File: config.mk
export PLATFORM = sky130hd
export DESIGN_NAME = tmr_flag_unit
export DESIGN_NICKNAME = d
export VERILOG_FILES = /design/src/rtl/tfu_pkg.sv /design/src/rtl/tfu_counter.sv /design/src/rtl/tfu_gr_chan.sv /design/src/rtl/tfu_flag_bank.sv /design/src/rtl/tmr_flag_unit.sv
export SDC_FILE = /design/constraint.sdc
export NUM_CORES = 1
export LEC_CHECK = 0
export BUFFER_PORTS_ARGS = -buffer_cell sky130_fd_sc_hd__buf_2
export CAP_MARGIN = 20
export CORE_AREA = 2 2 128 130
export DETAILED_ROUTE_END_ITERATION = 8
export DIE_AREA = 0 0 130 132
export PLACE_DENSITY = 0.71
export SYNTH_ARGS = -nofsm -noshare
export SYNTH_HDL_FRONTEND = slang
export SYNTH_SLANG_ARGS = --single-unit
File: constraint.sdc
create_clock -name clk -period 2.8 [get_ports clk]
set_input_delay 0.56 -clock clk [delete_from_list [all_inputs] [get_ports clk]]
set_output_delay 0.56 -clock clk [all_outputs]
set_load 0.02 [all_outputs]
File: src/rtl/tfu_pkg.sv
package tfu_pkg;
  localparam int CNT_W   = 16;
  localparam int NUM_GR  = 4;
  localparam int NUM_FLG = NUM_GR + 1;
  localparam int OVF_BIT = NUM_GR;
  localparam int ADDR_W  = 4;
  localparam int BYTE_W  = 8;

  localparam logic [ADDR_W-1:0] A_MODE    = 4'h1;
  localparam logic [ADDR_W-1:0] A_IEN     = 4'h4;
  localparam logic [ADDR_W-1:0] A_STAT    = 4'h5;
  localparam logic [ADDR_W-1:0] A_CNT_H   = 4'h6;
  localparam logic [ADDR_W-1:0] A_CNT_L   = 4'h7;
  localparam int                A_GR_BASE = 8;

  function automatic logic [ADDR_W-1:0] gr_hi_addr(input int idx);
    return ADDR_W'(A_GR_BASE + 2 * idx);
  endfunction

  function automatic logic [ADDR_W-1:0] gr_lo_addr(input int idx);
    return ADDR_W'(A_GR_BASE + 2 * idx + 1);
  endfunction

  function automatic logic is_hi_byte(input logic [ADDR_W-1:0] a);
    return (a == A_CNT_H) || (a[3] && !a[0]);
  endfunction

  function automatic logic [BYTE_W-1:0] stat_byte(input logic [NUM_FLG-1:0] f);
    return {2'b11, 1'b0, f};
  endfunction

  function automatic logic flag_bit_next(input logic set, input logic clr, input logic cur);
    return set | (cur & ~clr);
  endfunction

  function automatic logic [CNT_W-1:0] cnt_step(input logic [CNT_W-1:0] c);
    return c + 1'b1;
  endfunction

  function automatic logic is_wrap(input logic [CNT_W-1:0] c);
    return &c;
  endfunction
endpackage

File: src/rtl/tfu_counter.sv
module tfu_counter
  import tfu_pkg::*;
#(
  parameter int W = CNT_W
) (
  input  logic         clk,
  input  logic         rst_n,
  input  logic         load,
  input  logic [W-1:0] load_val,
  output logic [W-1:0] cnt_q,
  output logic         wrap_ev
);
  assign wrap_ev = !load && is_wrap(cnt_q);

  always_ff @(posedge clk or negedge rst_n) begin
    if (!rst_n)    cnt_q <= '0;
    else if (load) cnt_q <= load_val;
    else           cnt_q <= cnt_step(cnt_q);
  end
endmodule

File: src/rtl/tfu_gr_chan.sv
module tfu_gr_chan #(
  parameter int W    = 16,
  parameter int SYNC = 2
) (
  input  logic         clk,
  input  logic         rst_n,
  input  logic         cap_mode,
  input  logic         wr_load,
  input  logic [W-1:0] wr_val,
  input  logic [W-1:0] cnt,
  input  logic         cap_pin,
  output logic [W-1:0] gr_q,
  output logic         hit_ev
);
  logic [SYNC:0] pin_sh;
  logic          pin_rise;
  logic          cap_ev;
  logic          cmp_ev;

  always_ff @(posedge clk or negedge rst_n) begin
    if (!rst_n) pin_sh <= '0;
    else        pin_sh <= {pin_sh[SYNC-1:0], cap_pin};
  end

  assign pin_rise = pin_sh[SYNC-1] & ~pin_sh[SYNC];
  assign cap_ev   = cap_mode & pin_rise;
  assign cmp_ev   = !cap_mode && (cnt == gr_q);
  assign hit_ev   = cap_ev | cmp_ev;

  always_ff @(posedge clk or negedge rst_n) begin
    if (!rst_n)       gr_q <= '1;
    else if (cap_ev)  gr_q <= cnt;
    else if (wr_load) gr_q <= wr_val;
  end
endmodule

File: src/rtl/tfu_flag_bank.sv
module tfu_flag_bank
  import tfu_pkg::*;
#(
  parameter int N = NUM_FLG
) (
  input  logic         clk,
  input  logic         rst_n,
  input  logic [N-1:0] set_ev,
  input  logic [N-1:0] ack_clr,
  input  logic         rd_arm,
  input  logic         wr_clr,
  input  logic [N-1:0] wr_bits,
  output logic [N-1:0] flag_q,
  output logic [N-1:0] armed_q
);
  for (genvar g = 0; g < N; g++) begin : g_cell
    logic sw_clr;
    assign sw_clr = wr_clr & armed_q[g] & ~wr_bits[g];

    always_ff @(posedge clk or negedge rst_n) begin
      if (!rst_n) begin
        flag_q[g]  <= 1'b0;
        armed_q[g] <= 1'b0;
      end else begin
        flag_q[g] <= flag_bit_next(set_ev[g], sw_clr | ack_clr[g], flag_q[g]);
        if (rd_arm)      armed_q[g] <= flag_q[g];
        else if (wr_clr) armed_q[g] <= 1'b0;
      end
    end
  end
endmodule

File: src/rtl/tmr_flag_unit.sv
module tmr_flag_unit
  import tfu_pkg::*;
#(
  parameter int SYNC_STAGES = 2
) (
  input  logic              clk,
  input  logic              rst_n,
  input  logic              bus_en,
  input  logic              bus_wr,
  input  logic [ADDR_W-1:0] bus_addr,
  input  logic [BYTE_W-1:0] bus_wdata,
  output logic [BYTE_W-1:0] bus_rdata,
  input  logic [NUM_GR-1:0] cap_pin,
  input  logic [NUM_GR-1:0] dtc_ack,
  input  logic              dtc_clr_dis,
  output logic [NUM_FLG-1:0] irq
);
  logic               wr_cyc, rd_cyc;
  logic               stat_wr, stat_rd;
  logic [BYTE_W-1:0]  hold_q;
  logic [NUM_GR-1:0]  mode_q;
  logic [NUM_FLG-1:0] ien_q;
  logic [CNT_W-1:0]   cnt_q;
  logic               cnt_ld;
  logic               wrap_ev;
  logic [CNT_W-1:0]   ld_val;
  logic [CNT_W-1:0]   gr_q [NUM_GR];
  logic [NUM_GR-1:0]  hit_ev;
  logic [NUM_FLG-1:0] set_ev;
  logic [NUM_FLG-1:0] ack_clr;
  logic [NUM_FLG-1:0] flag_q;
  logic [NUM_FLG-1:0] armed_q;

  assign wr_cyc  = bus_en & bus_wr;
  assign rd_cyc  = bus_en & ~bus_wr;
  assign stat_wr = wr_cyc && (bus_addr == A_STAT);
  assign stat_rd = rd_cyc && (bus_addr == A_STAT);
  assign cnt_ld  = wr_cyc && (bus_addr == A_CNT_L);
  assign ld_val  = {hold_q, bus_wdata};

  always_ff @(posedge clk or negedge rst_n) begin
    if (!rst_n) begin
      hold_q <= '0;
      mode_q <= '0;
      ien_q  <= '0;
    end else if (wr_cyc) begin
      if (is_hi_byte(bus_addr)) hold_q <= bus_wdata;
      if (bus_addr == A_MODE)   mode_q <= bus_wdata[NUM_GR-1:0];
      if (bus_addr == A_IEN)    ien_q  <= bus_wdata[NUM_FLG-1:0];
    end
  end

  tfu_counter #(.W(CNT_W)) cnt_i (
    .clk      (clk),
    .rst_n    (rst_n),
    .load     (cnt_ld),
    .load_val (ld_val),
    .cnt_q    (cnt_q),
    .wrap_ev  (wrap_ev)
  );

  for (genvar i = 0; i < NUM_GR; i++) begin : g_gr
    logic gr_ld;
    assign gr_ld = wr_cyc && (bus_addr == gr_lo_addr(i));

    tfu_gr_chan #(.W(CNT_W), .SYNC(SYNC_STAGES)) chan_i (
      .clk      (clk),
      .rst_n    (rst_n),
      .cap_mode (mode_q[i]),
      .wr_load  (gr_ld),
      .wr_val   (ld_val),
      .cnt      (cnt_q),
      .cap_pin  (cap_pin[i]),
      .gr_q     (gr_q[i]),
      .hit_ev   (hit_ev[i])
    );
  end

  assign set_ev  = {wrap_ev, hit_ev};
  assign ack_clr = {1'b0, dtc_ack & {NUM_GR{~dtc_clr_dis}}};

  tfu_flag_bank #(.N(NUM_FLG)) flags_i (
    .clk     (clk),
    .rst_n   (rst_n),
    .set_ev  (set_ev),
    .ack_clr (ack_clr),
    .rd_arm  (stat_rd),
    .wr_clr  (stat_wr),
    .wr_bits (bus_wdata[NUM_FLG-1:0]),
    .flag_q  (flag_q),
    .armed_q (armed_q)
  );

  assign irq = flag_q & ien_q;

  always_comb begin
    bus_rdata = '0;
    unique case (bus_addr)
      A_STAT:  bus_rdata = stat_byte(flag_q);
      A_IEN:   bus_rdata = BYTE_W'(ien_q);
      A_MODE:  bus_rdata = BYTE_W'(mode_q);
      A_CNT_H: bus_rdata = cnt_q[CNT_W-1:BYTE_W];
      A_CNT_L: bus_rdata = cnt_q[BYTE_W-1:0];
      default: begin
        for (int i = 0; i < NUM_GR; i++) begin
          if (bus_addr == gr_hi_addr(i)) bus_rdata = gr_q[i][CNT_W-1:BYTE_W];
          if (bus_addr == gr_lo_addr(i)) bus_rdata = gr_q[i][BYTE_W-1:0];
        end
      end
    endcase
  end
endmodule

Yosys cells after proc, flatten, opt, wreduce, memory -nomap -nowiden
Index checks and enable logic that the tools add are counted.
{"block": "totals", "out_inout_bits": 13, "regBits": 119, "elab_cells": 149}
{"block": "classes", "n_eq_ne": 17, "n_reduce_logical": 29, "n_bitwise": 56, "muxes": 24, "add_sub_neg": 1}
{"cell": "2-to-1 mux 16 bit", "n": 9}
{"cell": "equality test 16 bit", "n": 4}
{"cell": "2-to-1 mux 8 bit", "n": 8}
{"cell": "case mux 8 bit (5 select lines)", "n": 1}
{"cell": "equality test 4 bit, second input constant", "n": 8}
{"cell": "AND 1 bit", "n": 25}
{"cell": "adder 16 x 1 -> 16 bit, second input constant", "n": 1}
{"cell": "equality test 4 x 3 -> 1 bit, second input constant", "n": 4}
{"cell": "inverter 1 bit", "n": 16}
{"cell": "AND reduction 16 bit", "n": 1}
{"cell": "logical AND 1 bit", "n": 13}
{"cell": "bitwise OR 1 bit", "n": 13}
{"cell": "nonzero test 2 bit", "n": 5}
{"cell": "logical NOT 1 bit", "n": 6}
{"cell": "2-to-1 mux 1 bit", "n": 6}
{"cell": "AND reduction 2 bit", "n": 3}
{"cell": "AND 5 bit", "n": 1}
{"cell": "AND 4 bit", "n": 1}
{"cell": "equality test 4 x 1 -> 1 bit, second input constant", "n": 1}
{"cell": "logical OR 1 bit", "n": 1}

Depth between registers and ports, before layout
Gate-level depths: netlist (run 1).
{"block": "depth", "depth_word": 10, "ltp_mapped": 7, "depth_no_buf": 5}

Hierarchy
Synthesis (run 1) repeated with hierarchy kept, for this count alone.
{"block": "unflattened", "hier_cells": 709, "hier_area_um2": 7189.4}
{"mod": "tfu_gr_chan", "area_per_inst_um2": 1014.7, "cells_per_inst": 95, "instances": 4, "seq_area_each_um2": 495.5}
{"mod": "tmr_flag_unit", "area_per_inst_um2": 1803.0, "cells_per_inst": 195, "instances": 1, "seq_area_each_um2": 425.4}
{"mod": "tfu_counter", "area_per_inst_um2": 889.6, "cells_per_inst": 93, "instances": 1, "seq_area_each_um2": 400.4}
{"mod": "tfu_flag_bank", "area_per_inst_um2": 437.9, "cells_per_inst": 41, "instances": 1, "seq_area_each_um2": 250.2}

Least setup slack after synthesis (run 1)
OpenSTA, ideal clock, no wires.
{"block": "synth_timing", "path_kind": "input-to-output", "from": "in bus_addr[0]", "to": "out bus_rdata[6]", "path_stages": 5, "arrival_ps": 1995, "path_slack_ps": 245, "required_time_ps": 2240, "path_cell_list": "buf_2 -> buf_2 -> mux4_2 -> a22oi_1 -> o21ai_0"}
{"block": "synth_between", "elab_chain_len": 10, "word_cells_on_any_way": 22, "cone_classes": "13 x eq/ne; 9 x mux"}
{"element": "start, declared", "line_no": "tmr_flag_unit.sv:10", "source": "input logic [ADDR_W-1:0] bus_addr,"}
{"element": "equality test 4 bit", "line_no": "tmr_flag_unit.sv:106", "source": "if (bus_addr == gr_hi_addr(i)) bus_rdata = gr_q[i][CNT_W-1:BYTE_W];"}
{"element": "2-to-1 mux 8 bit", "line_no": "tmr_flag_unit.sv:106"}
{"element": "2-to-1 mux 8 bit", "line_no": "tmr_flag_unit.sv:107", "source": "if (bus_addr == gr_lo_addr(i)) bus_rdata = gr_q[i][BYTE_W-1:0];"}
{"element": "2-to-1 mux 8 bit", "line_no": "tmr_flag_unit.sv:106"}
{"element": "2-to-1 mux 8 bit", "line_no": "tmr_flag_unit.sv:107"}
{"element": "2-to-1 mux 8 bit", "line_no": "tmr_flag_unit.sv:106"}
{"element": "2-to-1 mux 8 bit", "line_no": "tmr_flag_unit.sv:107"}
{"element": "2-to-1 mux 8 bit", "line_no": "tmr_flag_unit.sv:106"}
{"element": "2-to-1 mux 8 bit", "line_no": "tmr_flag_unit.sv:107"}
{"element": "case mux 8 bit (5 select lines) *", "line_no": "tmr_flag_unit.sv:98", "source": "unique case (bus_addr)"}
{"element": "end, declared", "line_no": "tmr_flag_unit.sv:12", "source": "output logic [BYTE_W-1:0] bus_rdata,"}
Mark *: on every way between the ends. The rest lies on a longest branch, timed or not.

Final worst setup path (run 1)
{"block": "layout_timing", "from": "in bus_addr[0]", "to": "out bus_rdata[4]"}
The elaborated chain is that of the path after synthesis.

==> results of run 1 <==
-- worst paths after layout --
kind / cells after the start / slack (ns) / endpoint
setup / recovery: 7 / 0.13 / bus_rdata[4]
hold / removal: 1 / 0.12 / hold_q[5]
setup reg to reg: 4 / 0.73 / flags_i.flag_q[1]
hold reg to reg: 0 / 0.35 / g_gr[1].chan_i.pin_sh[1]
max in group asynchronous: 2 / 1.81 / g_gr[3].chan_i.gr_q[4]
min in group clk: 1 / 0.23 / g_gr[0].chan_i.pin_sh[0]
-- cells in the final DEF (no fill, tap or decap), types with 5 or more instances in the layout --
master	Yosys	routed
o211ai_1	5	5
nand3_1	10	10
and2_1	6	6
clkbuf_16	0	17
xnor2_1	7	7
nand2_1	33	33
nor4_1	17	17
a21oi_1	77	77
buf_2	27	36
mux2_4	5	5
nand2b_1	8	8
dfrtp_1	55	55
nor2_1	82	81
nand3b_1	5	5
inv_1	12	12
mux2_2	16	16
bufinv_16	0	6
nor3_1	7	7
mux2i_1	56	56
nand4_1	10	10
dfstp_2	64	64
buf_4	1	34
a22oi_1	6	6
xor2_1	69	69
mux4_2	17	17
o21ai_0	27	27
-- flip-flops by register name, summed over array words and instances (netlist names) --
register            flops
cnt_i.cnt_q            16
flags_i.armed_q         5
flags_i.flag_q          5
g_gr.chan_i.gr_q       64
g_gr.chan_i.pin_sh     12
hold_q                  8
ien_q                   5
mode_q                  4
-- cells by family after synthesis --
group / count (synthesis) / share of synthesized area
flops: 119 / 0.439
compound gates: 140 / 0.114
mux: 94 / 0.172
simple gates: 192 / 0.132
fa+ha+maj: 1 / 0.00180
buf+inv: 72 / 0.0448
xor+xnor: 76 / 0.0956
-- stage by stage --
| step | hold WS [ns] | util |
|---|---|---|
| CTS | 0.130 | 0.516 |
| detailed placement | 0.335 | 0.473 |
| finish | 0.119 | 0.516 |
| floorplan | 0.264 | - |
| global route | 0.156 | 0.516 |
| global placement | 0.334 | 0.473 |
-- final cells by class --
type / instances / share of cell area
clock buffers: 19 / 0.0546
clock inverters: 13 / 0.0279
inverters: 12 / 0.00556
multi-input cells: 503 / 0.445
flip-flops and latches: 119 / 0.377
well taps: 216 / 0.0333
repair buffers: 71 / 0.0562
-- per-layer routing --
layer / track usage / share of wire
met3: 0.0507 / 0.075
met2: 0.394 / 0.47
met5: 0 / 0
met1: 0.354 / 0.43
met4: 0.0908 / 0.022
-- where the power goes --
part	switching, W	total, W	internal, W
logic	0.00137	0.00253	0.00116
clock network	0.000825	0.00251	0.00169
registers	0.000876	0.00350	0.00262
total	0.00307	0.00854	0.00547
==> impl_metrics.env, run 1 <==
export IMPL_r2r_start="cnt_i.cnt_q[7]"
export IMPL_ctsHoldBuffers=0
export IMPL_syn_area_sq_um=6960
export IMPL_cts_sinks=119
export IMPL_crit_path_start_kind="primary input"
export IMPL_cpMostUsedCell="buf_2"
export IMPL_critPathSlowestCell="mux4_2"
export IMPL_viasPerCell=5.80
export IMPL_fin_setup_tns_ns=0
export IMPL_yosysUniqueCellTypes=49
export IMPL_synth_top_area_cell="dfstp_2"
export IMPL_crit_required_ns=2.24
export IMPL_fin_area_sq_um=8110
export IMPL_finalCritPeriodShare=0.955
export IMPL_vias=5525
export IMPL_maxSlewHeadroom=0.553
export IMPL_drt_iter0_drc=573
export IMPL_multi_input_area_sq_um=3610
export IMPL_cts_path_max_buffers=2
export IMPL_ioPinCount=38
export IMPL_synth_edff_count=0
export IMPL_cp_slowest_stage_delay_ns=0.49
export IMPL_layout_setup_ws_ns=0.127
export IMPL_grt_max_degree=44
export IMPL_period_needed_ns=2.67
export IMPL_synthArstFlopShare=1.00
export IMPL_cp_max_fo=12
export IMPL_fin_skew_ns=0.00729
export IMPL_grt_overflow=0
export IMPL_die_area_sq_um=17200
export IMPL_place_area_sq_um=7440
export IMPL_layout_drive_gt1_share=0.288
export IMPL_worstSetupEndpointType="output pin"
export IMPL_hold_viol=0
export IMPL_cts_root_buf="clkbuf_16"
export IMPL_peakVddDrop_v=0.000502
export IMPL_ys_flop_type="dfstp_2"
export IMPL_gp_congestion=0.929
export IMPL_fp_dieW_microns=130
export IMPL_yosys_warnings=0
export IMPL_post_cts_buffers=0
export IMPL_area_growth_pct=16.5
export IMPL_io_buffers=37
export IMPL_cts_made_buffers=17
export IMPL_p_leak_nw=3.60
export IMPL_clock_latency_ns=0.43
export IMPL_coreArea_sq_um=15700
export IMPL_preCtsSetupSlack_ns=0.144
export IMPL_final_cells=953
export IMPL_yosys_top_cells_count="82 x nor2_1, 77 x a21oi_1, 69 x xor2_1"
export IMPL_yosysMostFrequentCell="nor2_1"
export IMPL_tightest_slew_ns=0.664
export IMPL_nets=750
export IMPL_hold_path_class="in -> async"
export IMPL_cts_tree="yes"
export IMPL_grt_util_all_layers=0.254
export IMPL_ff_latch_area_sq_um=3060
export IMPL_drc=0
export IMPL_placement_rows=46
export IMPL_grt_first_pass_wirelength_microns=32400
export IMPL_setup_viol=0
export IMPL_rsz0062_at_grt="no"
export IMPL_max_freq_ghz=0.374
export IMPL_power_density_nw_per_um2=1050
export IMPL_dr_pass1_iters=5
export IMPL_nFillCells=1466
export IMPL_antenna_found_initial=0
export IMPL_cts_max_level=4
export IMPL_synth_nets=720
export IMPL_drv_slew=0
export IMPL_die_h_microns=132
export IMPL_cts_resized=0
export IMPL_power_w=0.00854
export IMPL_synth_cells=694
export IMPL_clkSlewWorstSetupHoldPaths_ns=0.05
export IMPL_grt_pass1_vias=5432
export IMPL_crit_start="bus_addr[0]"
export IMPL_place_inst=921
export IMPL_status="completed"
export IMPL_worstSetupPathType="in -> out"
export IMPL_n_antenna_cell=0
export IMPL_crit_buf_inv=3
export IMPL_crit_family="buffers and inverters"
export IMPL_avgSynthCellArea_sq_um=10.0
export IMPL_ys_top_cells_by_area="dfstp_2 24%, dfrtp_1 20%, xor2_1 8.7%"
export IMPL_ys_seq_area_frac=0.439
export IMPL_maxCapViolCount=0
export IMPL_ant_nets=0
export IMPL_start_util=0.443
export IMPL_ys_ff_latch=119
export IMPL_cp_cell_sequence="buf_2, buf_4, mux4_2, nor2_1, a21oi_1, a32o_1, buf_2"
export IMPL_wire_per_inst_microns=21.7
export IMPL_wl_microns=20700
export IMPL_synth_top_area_frac=0.242
export IMPL_critPathArrivalTime_ns=2.11
export IMPL_hpwl_microns=14600
Note: power is estimated with default switching activity, not from simulation.
==> run 2: changes to the inputs <==
- ABC_AREA: unset -> 1
- CORE_AREA: 2 2 128 130 -> 2 2 129 131
- DIE_AREA: 0 0 130 132 -> 0 0 131 133
==> impl_metrics.env, run 2 <==
export IMPL_clock_latency_ns=0.43
export IMPL_peakVddDrop_v=0.000545
export IMPL_yosys_warnings=0
export IMPL_crit_family="flip-flops"
export IMPL_cts_resized=0
export IMPL_p_leak_nw=3.51
export IMPL_cts_max_level=4
export IMPL_dr_pass1_iters=6
export IMPL_r2r_end="cnt_i.cnt_q[14]"
export IMPL_ctsHoldBuffers=0
export IMPL_place_inst=1209
export IMPL_drc=0
export IMPL_die_area_sq_um=17400
export IMPL_yosys_top_cells_count="287 x nand2_1, 97 x nor2_1, 88 x o21ai_0"
export IMPL_ys_ff_latch=119
export IMPL_crit_required_ns=2.24
export IMPL_crit_buf_inv=3
export IMPL_cp_max_fo=9
export IMPL_crit_start="cnt_i.cnt_q[10]"
export IMPL_synth_top_area_cell="dfstp_2"
export IMPL_power_w=0.00802
export IMPL_synth_top_area_frac=0.237
export IMPL_start_util=0.438
export IMPL_coreArea_sq_um=16200
export IMPL_crit_end="bus_rdata[2]"
export IMPL_crit_path_start_kind="register"
export IMPL_post_cts_buffers=0
export IMPL_drt_iter0_drc=883
export IMPL_top_layer_used="met4"
export IMPL_largestRegisters="g_gr.chan_i.gr_q (64), cnt_i.cnt_q (16), g_gr.chan_i.pin_sh (12)"
export IMPL_antenna_found_initial=0
export IMPL_ys_top_cells_by_area="dfstp_2 24%, dfrtp_1 19%, nand2_1 15%"
export IMPL_grt_first_pass_wirelength_microns=37700
export IMPL_fin_skew_ns=0.00805
export IMPL_rr_worst_depth=10
export IMPL_drv_slew=0
export IMPL_clkSlewWorstSetupHoldPaths_ns=0.06
export IMPL_syn_area_sq_um=7090
export IMPL_nets=1034
export IMPL_area_growth_pct=15.2
export IMPL_gp_congestion=0.984
export IMPL_fin_setup_tns_ns=0
export IMPL_yosysUniqueCellTypes=34
export IMPL_cts_sinks=119
export IMPL_r2r_slack_ns=0.90
export IMPL_ys_flop_type="dfstp_2"
export IMPL_worstSetupPathType="reg -> out"
export IMPL_io_buffers=37
export IMPL_cts_tree="yes"
export IMPL_cp_slowest_stage_delay_ns=0.51
export IMPL_synth_cells=970
export IMPL_avgSynthCellArea_sq_um=7.31
export IMPL_fp_dieW_microns=131
export IMPL_period_needed_ns=2.48
export IMPL_vias=7134
export IMPL_rsz0062_at_grt="no"
export IMPL_path_depth=6
export IMPL_setup_viol=0
export IMPL_grt_pass1_vias=6461
export IMPL_ioPinCount=38
export IMPL_met2_length_microns=11100
export IMPL_grt_util_all_layers=0.294
export IMPL_viasPerCell=5.75
export IMPL_layout_drive_gt1_share=0.179
export IMPL_cts_path_max_buffers=2
export IMPL_maxCapViolCount=0
export IMPL_tightest_slew_ns=0.573
export IMPL_wirelength_met1_microns=10400
export IMPL_ant_nets=0
export IMPL_largest_register="g_gr.chan_i.gr_q"
export IMPL_n_antenna_cell=0
export IMPL_synth_edff_count=0
export IMPL_critPathSlowestCell="dfrtp_1"
export IMPL_wire_per_inst_microns=19.9
export IMPL_grt_max_degree=38
export IMPL_fin_util=0.505
export IMPL_status="completed"
export IMPL_die_h_microns=133
export IMPL_ys_seq_area_frac=0.431
export IMPL_power_density_nw_per_um2=982
export IMPL_wl_microns=24700
export IMPL_cts_made_buffers=17
export IMPL_hold_path_class="in -> async"
export IMPL_final_cells=1241
export IMPL_largest_register_ffs=64
export IMPL_met3_length_microns=2230
export IMPL_worstSetupEndpointType="output pin"
export IMPL_grt_overflow=0
export IMPL_hold_viol=0
export IMPL_finalCritPeriodShare=0.887
export IMPL_yosysMostFrequentCell="nand2_1"
export IMPL_maxSlewHeadroom=0.618
export IMPL_r2r_start="cnt_i.cnt_q[1]"
export IMPL_hpwl_microns=17500
export IMPL_synth_nets=996
export IMPL_cts_root_buf="clkbuf_16"
export IMPL_cp_cell_sequence="clkinv_1, buf_4, o21ai_0, nor3_1, nand4_1, buf_2"
export IMPL_placement_rows=47
export IMPL_critPathArrivalTime_ns=1.92
export IMPL_max_freq_ghz=0.403
export IMPL_synthArstFlopShare=1.00
export IMPL_mostFrequentLayoutCell="nand2_1"
export IMPL_most_common_layout_cells="287 x nand2_1, 95 x nor2_1, 88 x o21ai_0"
==> run 2: cell types whose count changed after synthesis, moves of 17 or more <==
| cell | change |
|---|---|
| mux4_2 | -17 |
| a31oi_1 | +25 |
| nand2_1 | +254 |
| inv_1 | +70 |
| xor2_1 | -61 |
| a21oi_1 | -61 |
| o21ai_0 | +61 |
| mux2i_1 | -56 |
| o211ai_1 | +35 |
| nand3_1 | +50 |
==> run 2: worst register-to-register path, delay by kind of cell (launching register included) <==
kind,cells,cell delay (ns)
and+or+nand+nor,8,0.74
buffers and inverters,1,0.08
adders and majority gates,1,0.29
DFF,1,0.68
==> run 2: how the worst min path moves through the flow <==
stage | slack, ns | depth (start not counted) | startpoint | end
2_1_floorplan | 0.26 | 0 | rst_n | cnt_i.cnt_q[0]
3_3_place_gp | 0.33 | 0 | g_gr[1].chan_i.pin_sh[0] | g_gr[1].chan_i.pin_sh[1]
3_5_place_dp | 0.34 | 0 | g_gr[0].chan_i.pin_sh[0] | g_gr[0].chan_i.pin_sh[1]
4_1_cts | 0.12 | 1 | rst_n | g_gr[3].chan_i.pin_sh[0]
5_1_grt | 0.15 | 1 | rst_n | g_gr[3].chan_i.pin_sh[0]
6_report | 0.12 | 1 | rst_n | g_gr[3].chan_i.pin_sh[0]
==> run 2: report_power, final <==
part / total [W] / switching (W) / internal (W)
Clock: 0.00223 / 0.000861 / 0.00137
Sequential: 0.00335 / 0.000770 / 0.00258
Combinational: 0.00244 / 0.00153 / 0.000908
Total: 0.00802 / 0.00316 / 0.00486
==> run 2: final cells by class <==
type | count | area [sq um]
clock inverters | 12 | 145
repair buffers | 66 | 430
fillers | 1571 | 8000
clock buffers | 20 | 457
flip-flops and latches | 119 | 3060
well taps | 220 | 275
multi-input cells | 711 | 3460
inverters | 93 | 349
==> run 2: metrics by stage <==
step,hold slack (ns),area [sq um],setup WS (ns)
floorplan,0.264,7090,0.606
global placement,0.333,7570,0.349
detailed placement,0.337,7570,0.365
CTS,0.119,8170,0.351
global route,0.146,8170,0.210
finish,0.115,8170,0.318
==> run 2: routing by layer <==
metal	vias to the layer above	GRT usage
met5	-	0
met4	0	0.125
met3	73	0.0522
met2	452	0.441
met1	3330	0.416
li1	3279	-
==> run 2: kinds of logic after synthesis <==
kind of cell | synth area share
AOI/OAI and AO/OA | 0.157
xor gates and xnor gates | 0.0383
adders and majority gates | 0.00176
buffers and inverters | 0.0831
DFF | 0.431
muxes | 0.00159
and+or+nand+nor | 0.287
